**config.mk**
```make
export PLATFORM = sky130hd
export DESIGN_NAME = operand_addr_unit
export DESIGN_NICKNAME = d
export VERILOG_FILES = /design/src/rtl/oau_pkg.sv /design/src/rtl/oau_mod_reg.sv /design/src/rtl/oau_seq.sv /design/src/rtl/operand_addr_unit.sv
export SDC_FILE = /design/constraint.sdc
export NUM_CORES = 1
export LEC_CHECK = 0
export ABC_CLOCK_PERIOD_IN_PS = 4300
export BUFFER_PORTS_ARGS = -buffer_cell sky130_fd_sc_hd__buf_2
export CAP_MARGIN = 0
export CORE_MARGIN = 2
export CORE_UTILIZATION = 40
export DETAILED_ROUTE_END_ITERATION = 10
export GPL_TIMING_DRIVEN = 0
export MAX_ROUTING_LAYER = met4
export SETUP_SLACK_MARGIN = 0.4
export SLEW_MARGIN = 0
export SYNTH_ARGS = -nofsm -noshare
export SYNTH_HDL_FRONTEND = slang
export SYNTH_HIERARCHICAL = 1
export SYNTH_SLANG_ARGS = --single-unit
```
**constraint.sdc**
```tcl
create_clock -name clk -period 4.3 [get_ports clk]
set_input_delay 1.29 -clock clk [delete_from_list [all_inputs] [get_ports clk]]
set_output_delay 1.29 -clock clk [all_outputs]
set_load 0.01 [all_outputs]
```
**src/rtl/oau_pkg.sv**
```systemverilog
// Shared definitions for the operand address unit.
// Assumes a fixed instruction-word layout for the three argument fields.
package oau_pkg;
    // Register index width (eight registers).
    localparam int RSEL_W = 3;
    // Field positions inside the instruction word.
    localparam int C_LSB = 0;
    localparam int B_LSB = 3;
    localparam int D_BIT = 6;
    localparam int T_W   = 7;

    typedef enum logic [2:0] {
        ST_FETCH,
        ST_DEC,
        ST_ARG,
        ST_BASE,
        ST_IND,
        ST_OUT,
        ST_EXE
    } oau_state_e;
endpackage

```
**src/rtl/oau_mod_reg.sv**
```systemverilog
// Pre-modifier register with its chained-modify counter.
// Assumes clear and load are never requested in the same cycle; clear wins if they are.
module oau_mod_reg #(
    parameter int DW     = 16,
    parameter int MODC_W = 4
) (
    input  logic              clk,
    input  logic              rst_n,
    input  logic              clr,
    input  logic              load,
    input  logic [DW-1:0]     load_val,
    output logic [DW-1:0]     mod_q,
    output logic [MODC_W-1:0] modc_q
);
    // Holds the modifier; cleared by faults or ordinary completions, loaded by modify.
    always_ff @(posedge clk) begin
        if (!rst_n || clr) begin
            mod_q  <= '0;
            modc_q <= '0;
        end else if (load) begin
            mod_q  <= load_val;
            modc_q <= modc_q + 1'b1;
        end
    end
endmodule

```
**src/rtl/oau_seq.sv**
```systemverilog
// Cycle sequencer: fetch, skip handling, argument formation, delivery, completion.
// Assumes a combinational register file read and a memory port that may stall
// by withholding mem_rvalid while mem_req is held.
module oau_seq
    import oau_pkg::*;
#(
    parameter int          DW       = 16,
    parameter logic [DW-1:0] IC_RESET = '0
) (
    input  logic              clk,
    input  logic              rst_n,
    output logic              mem_req,
    output logic [DW-1:0]     mem_addr,
    input  logic              mem_rvalid,
    input  logic              mem_fault,
    input  logic [DW-1:0]     mem_rdata,
    output logic [RSEL_W-1:0] rf_sel,
    input  logic [DW-1:0]     rf_rdata,
    output logic [DW-1:0]     ir_word,
    output logic              ir_valid,
    input  logic              dec_long,
    input  logic              dec_short,
    input  logic              dec_md,
    output logic              arg_valid,
    input  logic              arg_ready,
    output logic [DW-1:0]     arg_n,
    input  logic              exe_done,
    input  logic              exe_skip,
    output logic [DW-1:0]     ic,
    input  logic [DW-1:0]     mod_val,
    output logic              mod_clr,
    output logic              mod_load
);
    oau_state_e          state_q;
    logic [DW-1:0]       ic_q;
    logic [DW-1:0]       n_q;
    logic [DW-1:0]       ir_q;
    logic                skip_q;
    logic                md_q;

    logic [RSEL_W-1:0]   c_fld;
    logic [RSEL_W-1:0]   b_fld;
    logic                d_bit;
    logic [DW-1:0]       t_ext;
    logic                rsp_ok;
    logic                rsp_bad;
    logic                finish;

    // Field extraction from the held instruction word.
    always_comb begin
        c_fld = ir_q[C_LSB +: RSEL_W];
        b_fld = ir_q[B_LSB +: RSEL_W];
        d_bit = ir_q[D_BIT];
        t_ext = {{(DW-T_W){ir_q[T_W-1]}}, ir_q[T_W-1:0]};
    end

    // Port-side decode of the current state.
    always_comb begin
        mem_req   = (state_q == ST_FETCH) || (state_q == ST_ARG) || (state_q == ST_IND);
        mem_addr  = (state_q == ST_IND) ? n_q : ic_q;
        rf_sel    = (state_q == ST_BASE) ? b_fld : c_fld;
        rsp_ok    = mem_req && mem_rvalid && !mem_fault;
        rsp_bad   = mem_req && mem_rvalid && mem_fault;
        finish    = (state_q == ST_EXE) && exe_done;
        mod_load  = finish && md_q;
        mod_clr   = rsp_bad || (finish && !md_q);
        ir_valid  = (state_q == ST_DEC);
        arg_valid = (state_q == ST_OUT);
        arg_n     = n_q;
        ir_word   = ir_q;
        ic        = ic_q;
    end

    // Main sequence: advances the counter, forms N and waits for completion.
    always_ff @(posedge clk) begin
        if (!rst_n) begin
            state_q <= ST_FETCH;
            ic_q    <= IC_RESET;
            n_q     <= '0;
            ir_q    <= '0;
            skip_q  <= 1'b0;
            md_q    <= 1'b0;
        end else begin
            unique case (state_q)
                ST_FETCH: begin
                    if (rsp_ok) begin
                        ir_q    <= mem_rdata;
                        ic_q    <= ic_q + 1'b1;
                        state_q <= ST_DEC;
                    end
                end
                ST_DEC: begin
                    md_q <= dec_md;
                    if (skip_q) begin
                        skip_q  <= 1'b0;
                        if (dec_long && c_fld == '0) ic_q <= ic_q + 1'b1;
                        state_q <= ST_FETCH;
                    end else if (dec_long) begin
                        if (c_fld != '0) begin
                            n_q     <= rf_rdata + mod_val;
                            state_q <= ST_BASE;
                        end else begin
                            state_q <= ST_ARG;
                        end
                    end else if (dec_short) begin
                        n_q     <= t_ext + mod_val;
                        state_q <= ST_OUT;
                    end else begin
                        n_q     <= '0;
                        state_q <= ST_OUT;
                    end
                end
                ST_ARG: begin
                    if (rsp_bad) begin
                        state_q <= ST_FETCH;
                    end else if (rsp_ok) begin
                        n_q     <= mem_rdata + mod_val;
                        ic_q    <= ic_q + 1'b1;
                        state_q <= ST_BASE;
                    end
                end
                ST_BASE: begin
                    if (b_fld != '0) n_q <= n_q + rf_rdata;
                    state_q <= d_bit ? ST_IND : ST_OUT;
                end
                ST_IND: begin
                    if (rsp_bad) begin
                        state_q <= ST_FETCH;
                    end else if (rsp_ok) begin
                        n_q     <= mem_rdata;
                        state_q <= ST_OUT;
                    end
                end
                ST_OUT: begin
                    if (arg_ready) state_q <= ST_EXE;
                end
                ST_EXE: begin
                    if (exe_done) begin
                        skip_q  <= exe_skip;
                        state_q <= ST_FETCH;
                    end
                end
                default: state_q <= ST_FETCH;
            endcase
        end
    end
endmodule

```
**src/rtl/operand_addr_unit.sv**
```systemverilog
// Top of the operand address unit: sequencer plus pre-modifier register.
// Assumes one instruction in flight; execution happens outside between
// the argument handshake and exe_done.
module operand_addr_unit
    import oau_pkg::*;
#(
    parameter int            DW       = 16,
    parameter int            MODC_W   = 4,
    parameter logic [DW-1:0] IC_RESET = '0
) (
    input  logic              clk,
    input  logic              rst_n,
    output logic              mem_req,
    output logic [DW-1:0]     mem_addr,
    input  logic              mem_rvalid,
    input  logic              mem_fault,
    input  logic [DW-1:0]     mem_rdata,
    output logic [RSEL_W-1:0] rf_sel,
    input  logic [DW-1:0]     rf_rdata,
    output logic [DW-1:0]     ir_word,
    output logic              ir_valid,
    input  logic              dec_long,
    input  logic              dec_short,
    input  logic              dec_md,
    output logic              arg_valid,
    input  logic              arg_ready,
    output logic [DW-1:0]     arg_n,
    input  logic              exe_done,
    input  logic              exe_skip,
    input  logic [DW-1:0]     exe_mod,
    output logic [DW-1:0]     ic_out,
    output logic [DW-1:0]     mod_out,
    output logic [MODC_W-1:0] modc_out
);
    logic mod_clr;
    logic mod_load;

    oau_seq #(.DW(DW), .IC_RESET(IC_RESET)) u_seq (
        .clk        (clk),
        .rst_n      (rst_n),
        .mem_req    (mem_req),
        .mem_addr   (mem_addr),
        .mem_rvalid (mem_rvalid),
        .mem_fault  (mem_fault),
        .mem_rdata  (mem_rdata),
        .rf_sel     (rf_sel),
        .rf_rdata   (rf_rdata),
        .ir_word    (ir_word),
        .ir_valid   (ir_valid),
        .dec_long   (dec_long),
        .dec_short  (dec_short),
        .dec_md     (dec_md),
        .arg_valid  (arg_valid),
        .arg_ready  (arg_ready),
        .arg_n      (arg_n),
        .exe_done   (exe_done),
        .exe_skip   (exe_skip),
        .ic         (ic_out),
        .mod_val    (mod_out),
        .mod_clr    (mod_clr),
        .mod_load   (mod_load)
    );

    oau_mod_reg #(.DW(DW), .MODC_W(MODC_W)) u_mod (
        .clk      (clk),
        .rst_n    (rst_n),
        .clr      (mod_clr),
        .load     (mod_load),
        .load_val (exe_mod),
        .mod_q    (mod_out),
        .modc_q   (modc_out)
    );
endmodule

```
## After elaboration in Yosys (flattened, before gate mapping)

Index checks and enable logic that the tools add are counted.

- Flip-flop bits (word level): 73
- ROM bits: 0
- Memories kept: 0
- RAM bits: 0
- Word-level logic and storage cells: 91
- Latch bits: 0
- Output and inout bits: 90

- Equal/unequal tests: 20
- Bitwise logic cells: 0
- Multipliers: 0
- Div/mod/pow operators: 0
- Reduce and logical (&&, ||, !) cells: 26
- Shift-type cells: 0
- $lt $le $gt $ge: 0
- $add $sub $neg: 6
- Mux-type cells: 31

Operators with widths:

| kind | number |
|---|---|
| 16-bit two-way mux | 14 |
| 16-bit adder | 4 |
| 16-bit one-hot mux with 4 select lines | 1 |
| 16-bit one-hot mux with 3 select lines | 1 |
| 3-bit two-way mux | 10 |
| 3-bit one-hot mux with 7 select lines | 1 |
| 16-bit by 1-bit adder with 16-bit output (second input constant) | 1 |
| 2-bit by 1-bit != test with 1-bit output (second input constant) | 6 |
| 2-bit != test (second input constant) | 5 |
| 3-bit equality test (second input constant) | 3 |
| 3-bit nonzero test | 3 |
| 8-bit AND reduction | 1 |
| 1-bit logical AND | 7 |
| 3-bit by 2-bit equality test with 1-bit output (second input constant) | 2 |
| 3-bit logical NOT | 2 |
| 3-bit by 1-bit != test with 1-bit output (second input constant) | 2 |
| 5-bit AND reduction | 1 |
| 4-bit by 1-bit adder with 4-bit output (second input constant) | 1 |
| 1-bit logical OR | 4 |
| 2-bit AND reduction | 2 |
| 4-bit AND reduction | 1 |
| 4-bit nonzero test | 1 |
| 3-bit by 1-bit equality test with 1-bit output (second input constant) | 1 |
| 1-bit logical NOT | 3 |
| 4 further kinds | 6 |

## Logic depth before layout (Yosys ltp)

- Word-level depth: 8
- Mapped depth: 12
- Depth with buffers taken out: 12

## Modules after synthesis

The synthesis kept the hierarchy.

Modules (own cells, without submodules):

| module | area each (µm²) | cells each | seq. area each (µm²) | times used |
|---|---|---|---|---|
| oau_seq | 5848.1 | 777 | 1061.0 | 1 |
| oau_mod_reg | 780.7 | 69 | 400.4 | 1 |

## Least setup slack after synthesis

No wires, ideal clock.

- Kind: input to register
- Start point: in rf_rdata[0]
- End point: reg u_seq.n_q[12] (netlist: u_seq/arg_n[12])
- Arrival time: 3.447 ns
- Data required time: 4.179 ns
- Setup time: 0.121 ns
- Path slack: 0.732 ns
- Buffers on the path: 0
- Stages: 11
- Cell sequence: ha_1 > fa_1 > a211oi_1 > o21ai_1 > a211oi_1 > o21bai_1 > a21oi_1 > o21ba_2 > xnor2_1 > a221oi_2 > nor3_2

- Cells in the longest elaborated chain, start to end: 5
- Elaborated cells between the ends (all ways): 7

Ends and longest elaborated chain:

| what | RTL line | text |
|---|---|---|
| start: declaration | operand_addr_unit.sv:19 | `input logic [DW-1:0] rf_rdata,` |
| 16-bit adder | oau_seq.sv:100 | `n_q <= rf_rdata + mod_val;` |
| 16-bit two-way mux | oau_seq.sv:99 | `if (c_fld != '0) begin` |
| 16-bit two-way mux | oau_seq.sv:98 | `end else if (dec_long) begin` |
| 16-bit two-way mux | oau_seq.sv:94 | `if (skip_q) begin` |
| 16-bit one-hot mux with 4 select lines (*) | oau_seq.sv:84 | `unique case (state_q)` |
| end signal: assignment | oau_seq.sv:100 |  |
| end signal: assignment | oau_seq.sv:106 | `n_q <= t_ext + mod_val;` |
| end signal: assignment | oau_seq.sv:117 | `n_q <= mem_rdata + mod_val;` |
| end: declaration | oau_seq.sv:36 | `logic [DW-1:0] n_q;` |

Every way passes the cells marked *; elsewhere a longest branch is shown, timed or not. The select of a mux whose other input is x is not followed.
A chain may end at the register's enable or synchronous reset.

## Worst setup path in the final report

- Start point: reg u_seq.state_q[1]
- End point: out rf_sel[1]

- Cells in the longest elaborated chain, start to end: 2

Ends and longest elaborated chain:

| what | RTL line | text |
|---|---|---|
| start: declaration | oau_seq.sv:34 | `oau_state_e state_q;` |
| start signal: assignment | oau_seq.sv:124 | `state_q <= d_bit ? ST_IND : ST_OUT;` |
| 3-bit by 2-bit equality test with 1-bit output | oau_seq.sv:61 | `rf_sel = (state_q == ST_BASE) ? b_fld : c_fld;` |
| 3-bit two-way mux | oau_seq.sv:61 |  |
| end: declaration | operand_addr_unit.sv:18 | `output logic [RSEL_W-1:0] rf_sel,` |

Every way passes these cells.

==> results by group <==
Place
  – Dpl hpwl: 18190 um
  – Placer congestion estimate: 0.9230
  – DP Area: 7635 um^2
  – IO buf count: 146

Yosys
  – Ys Warns: 6
  – Number of synthesized flops with an enable pin: 0
  – Ys flop type: dfxtp_1
  – Synth top area cells: dfxtp_1 22%, ha_1 12%, nand2_1 6.9%
  – Async S/R FF share, synth: 0%
  – Gate Count Post-Synth: 846
  – Biggest area consumer among synthesized cells: dfxtp_1
  – Synthesized cell area: 6629 um^2
  – Synth Register Bits: 73
  – Top-area cell type share of the netlist area: 22.05%
  – Sequential area share after synthesis: 22.05%
  – Synthesized area per cell: 7.836 um^2
  – Post-Syn Nets: 970
  – Yosys cell types: 77

Detailed routing
  – DRC: 0
  – Initial DRT Pass Iterations: 5
  – WL final: 23410 um
  – Vias per inst: 5.696
  – Routed len/inst: 19.06 um
  – Via Count: 6995
  – Routed Antenna Nets: 0
  – Starting DRC count in detailed routing: 674

Pwr
  – Pwr/cell area: 240.6 nW/um^2
  – VDD IR max: 213.4 uV
  – Overall power: 0.001907 W
  – Pleak: 3.742 nW

Setup path
  – Worst setup SP type: flip-flop
  – Crit. Startpoint: u_seq/state_q[1]
  – Internal reg-to-reg setup slack: 1.26 ns
  – Crit. End Element: primary output
  – CP peak stage delay: 0.49 ns
  – R2R cell count: 10
  – Most used cell, CP: clkbuf_1
  – Req. time, crit path: 3.01 ns
  – FF-to-FF Start: u_mod/mod_q[1]
  – Slowest cell on crit path: clkbuf_1
  – CP max FO: 10
  – Critical Path AT: 2.50 ns
  – Critical path, cell by cell: clkbuf_1 > nor2b_1 > clkbuf_1 > nand2_2 > mux2_2 > buf_2
  – Crit Path Category: reg -> out
  – Critical Path End: rf_sel[1]
  – Crit Reg-Reg Endpoint: u_seq/arg_n[11]

GRT
  – Antenna violations before repair: 0
  – Pin count of the biggest net entering global routing: 14
  – Total gr overflow: 0
  – Total track usage: 26.74%
  – Vias in the first global route: 6289
  – First-pass GRT wire length: 35430 um

Floorplanning
  – DIE AREA: 17620 um^2
  – Chip Width: 132.7 um
  – Initial Utilization: 40.40%
  – # rows: 47
  – Core area: 16410 um^2
  – Die span in y: 132.7 um
  – Top Ports: 148

Clock network
  – Worst-path clk slew: 0.06 ns
  – Clock H-tree levels: 3
  – CTS tree: done
  – Resize count post-CTS: 4
  – Clock tree sinks: 73
  – Hold buffer count at cts: 0
  – Clk buf depth: 2
  – Root Driver: clkbuf_16
  – TritonCTS buffer count: 9
  – Setup bufs post-CTS: 0
  – Clock Latency Late Sink: 0.34 ns

STA
  – Relative max-transition margin: 24.54%
  – Final Hold Viols: 0
  – Final min period: 3.790 ns
  – Final setup vio count: 0
  – Slew of the pin with the lowest slew margin: 1.122 ns
  – Tcrit/Tclk final: 88.15%
  – F_max: 263.8 MHz
  – Final setup skew: 0.006991 ns
  – RSZ-0062 raised after global routing: false
  – Fin Hold WS: 0.4611 ns
  – Setup TNS: 0 ns
  – Final Slew Violations: 0

Finish
  – Fraction of final layout cells with drive strength greater than 1: 19.84%
  – Commonest cells after routing, fill and taps aside: 151 x buf_2, 120 x nand2_1, 73 x dfxtp_1, 62 x ha_1, 59 x nor2_1
  – Fin area: 7928 um^2
  – Antenna cells: 0
  – Commonest non-fill, non-tap cell in the layout: buf_2
  – # fillers: 1661
  – Area Overhead vs Synth: 19.59%
  – Final #Nets: 1127

Flow run
  – # Max-Cap Violations: 0

Run status
  – Status: complete, no violations

Min path
  – Worst min path class: reg -> reg
cells by family (layout without fill, tap and decap cells):
logic type	Yosys count	after routing	share of synthesized area, %
buf+inv	53	215	3.699
compound gates	261	261	26.69
simple gates	308	308	22.82
flops	73	73	22.05
mux	27	27	4.152
fa+ha+maj	67	67	13.06
xor+xnor	57	57	7.531
cells in the mapped netlist (5+ instances only):
| cell | instances |
|---|---|
| a21boi_0 | 20 |
| mux2i_1 | 23 |
| inv_1 | 17 |
| o31ai_1 | 6 |
| a211oi_1 | 13 |
| xnor2_1 | 32 |
| clkbuf_1 | 23 |
| a21o_1 | 16 |
| o21ai_1 | 11 |
| nand4_1 | 8 |
| o21ai_0 | 53 |
| buf_6 | 5 |
| a21boi_1 | 9 |
| nor3_1 | 15 |
| nand3_1 | 22 |
| o21a_1 | 9 |
| dfxtp_1 | 73 |
| xor2_1 | 25 |
| a22oi_1 | 6 |
| a21oi_1 | 45 |
| o211a_1 | 7 |
| and2_1 | 15 |
| a211o_1 | 5 |
| nor2b_1 | 9 |
| nor2_1 | 59 |
| nand2_1 | 121 |
| o211ai_1 | 13 |
| or3_1 | 8 |
| nand3b_1 | 5 |
| ha_1 | 62 |
| o21bai_1 | 7 |
| nand2b_1 | 18 |
| o22ai_1 | 6 |
worst min-delay path by stage:
stage / start / endpoint / slack, ns / cells after the start
2_1_floorplan: u_seq/md_q / u_seq/md_q / 0.46 / 2
3_3_place_gp: u_seq/ir_word[9] / u_seq/ir_word[9] / 0.44 / 2
3_5_place_dp: u_seq/ir_word[9] / u_seq/ir_word[9] / 0.45 / 2
4_1_cts: u_seq/ir_word[9] / u_seq/ir_word[9] / 0.46 / 2
5_1_grt: u_seq/ir_word[7] / u_seq/ir_word[7] / 0.48 / 2
6_report: u_seq/ir_word[9] / u_seq/ir_word[9] / 0.46 / 2
power breakdown:
part | internal [W] | total [W] | switching (W)
logic | 0.000182 | 0.000461 | 0.000279
clock network | 0.000404 | 0.000707 | 0.000302
registers | 0.000701 | 0.000739 | 0.0000382
total | 0.00129 | 0.00191 | 0.000620
per-layer routing:
| layer | global-route usage [%] | up-vias | wire length, um |
|---|---|---|---|
| met2 | 40.04 | 296 | 10290 |
| met3 | 4.789 | 45 | 1796 |
| met4 | 9.438 | 0 | 743 |
| met1 | 36.15 | 3240 | 10590 |
| li1 | - | 3414 | - |
| met5 | - | - | 0 |
worst max-delay path: cells and delay by family, from the launching register on:
kind / cells / cell delay [ns]
buf+inv: 3 / 0.96
simple gates: 2 / 0.50
flops: 1 / 0.35
mux: 1 / 0.34
final cells by class:
class / instances / area [um^2] / area share (%)
inverter: 17 / 63.81 / 0.8049
sequential: 73 / 1461 / 18.43
timing repair buffer: 146 / 730.7 / 9.217
clock inverter: 5 / 31.28 / 0.3946
buffer: 36 / 188.9 / 2.383
multi-input combinational: 720 / 4933 / 62.23
clock buffer: 11 / 242.7 / 3.062
tap: 220 / 275.3 / 3.472
state kept, by name, indices dropped and copies added (netlist names):
| register | flops |
|---|---|
| u_seq/skip_q | 1 |
| u_seq/md_q | 1 |
| u_mod/modc_q | 4 |
| u_seq/state_q | 3 |
| u_seq/ir_word | 16 |
| u_mod/mod_q | 16 |
| u_seq/ic | 16 |
| u_seq/arg_n | 16 |
metrics by stage:
step / util [%] / std cells / setup WS, ns
floorplan: - / 846 / 0.7320
global placement: 46.53 / 1212 / 0.1527
detailed placement: 46.53 / 1212 / 0.1376
CTS: 48.23 / 1228 / 0.4137
global route: 48.32 / 1228 / 0.4095
finish: 48.32 / 1228 / 0.5097
Note: power is estimated with default switching activity, not from simulation.
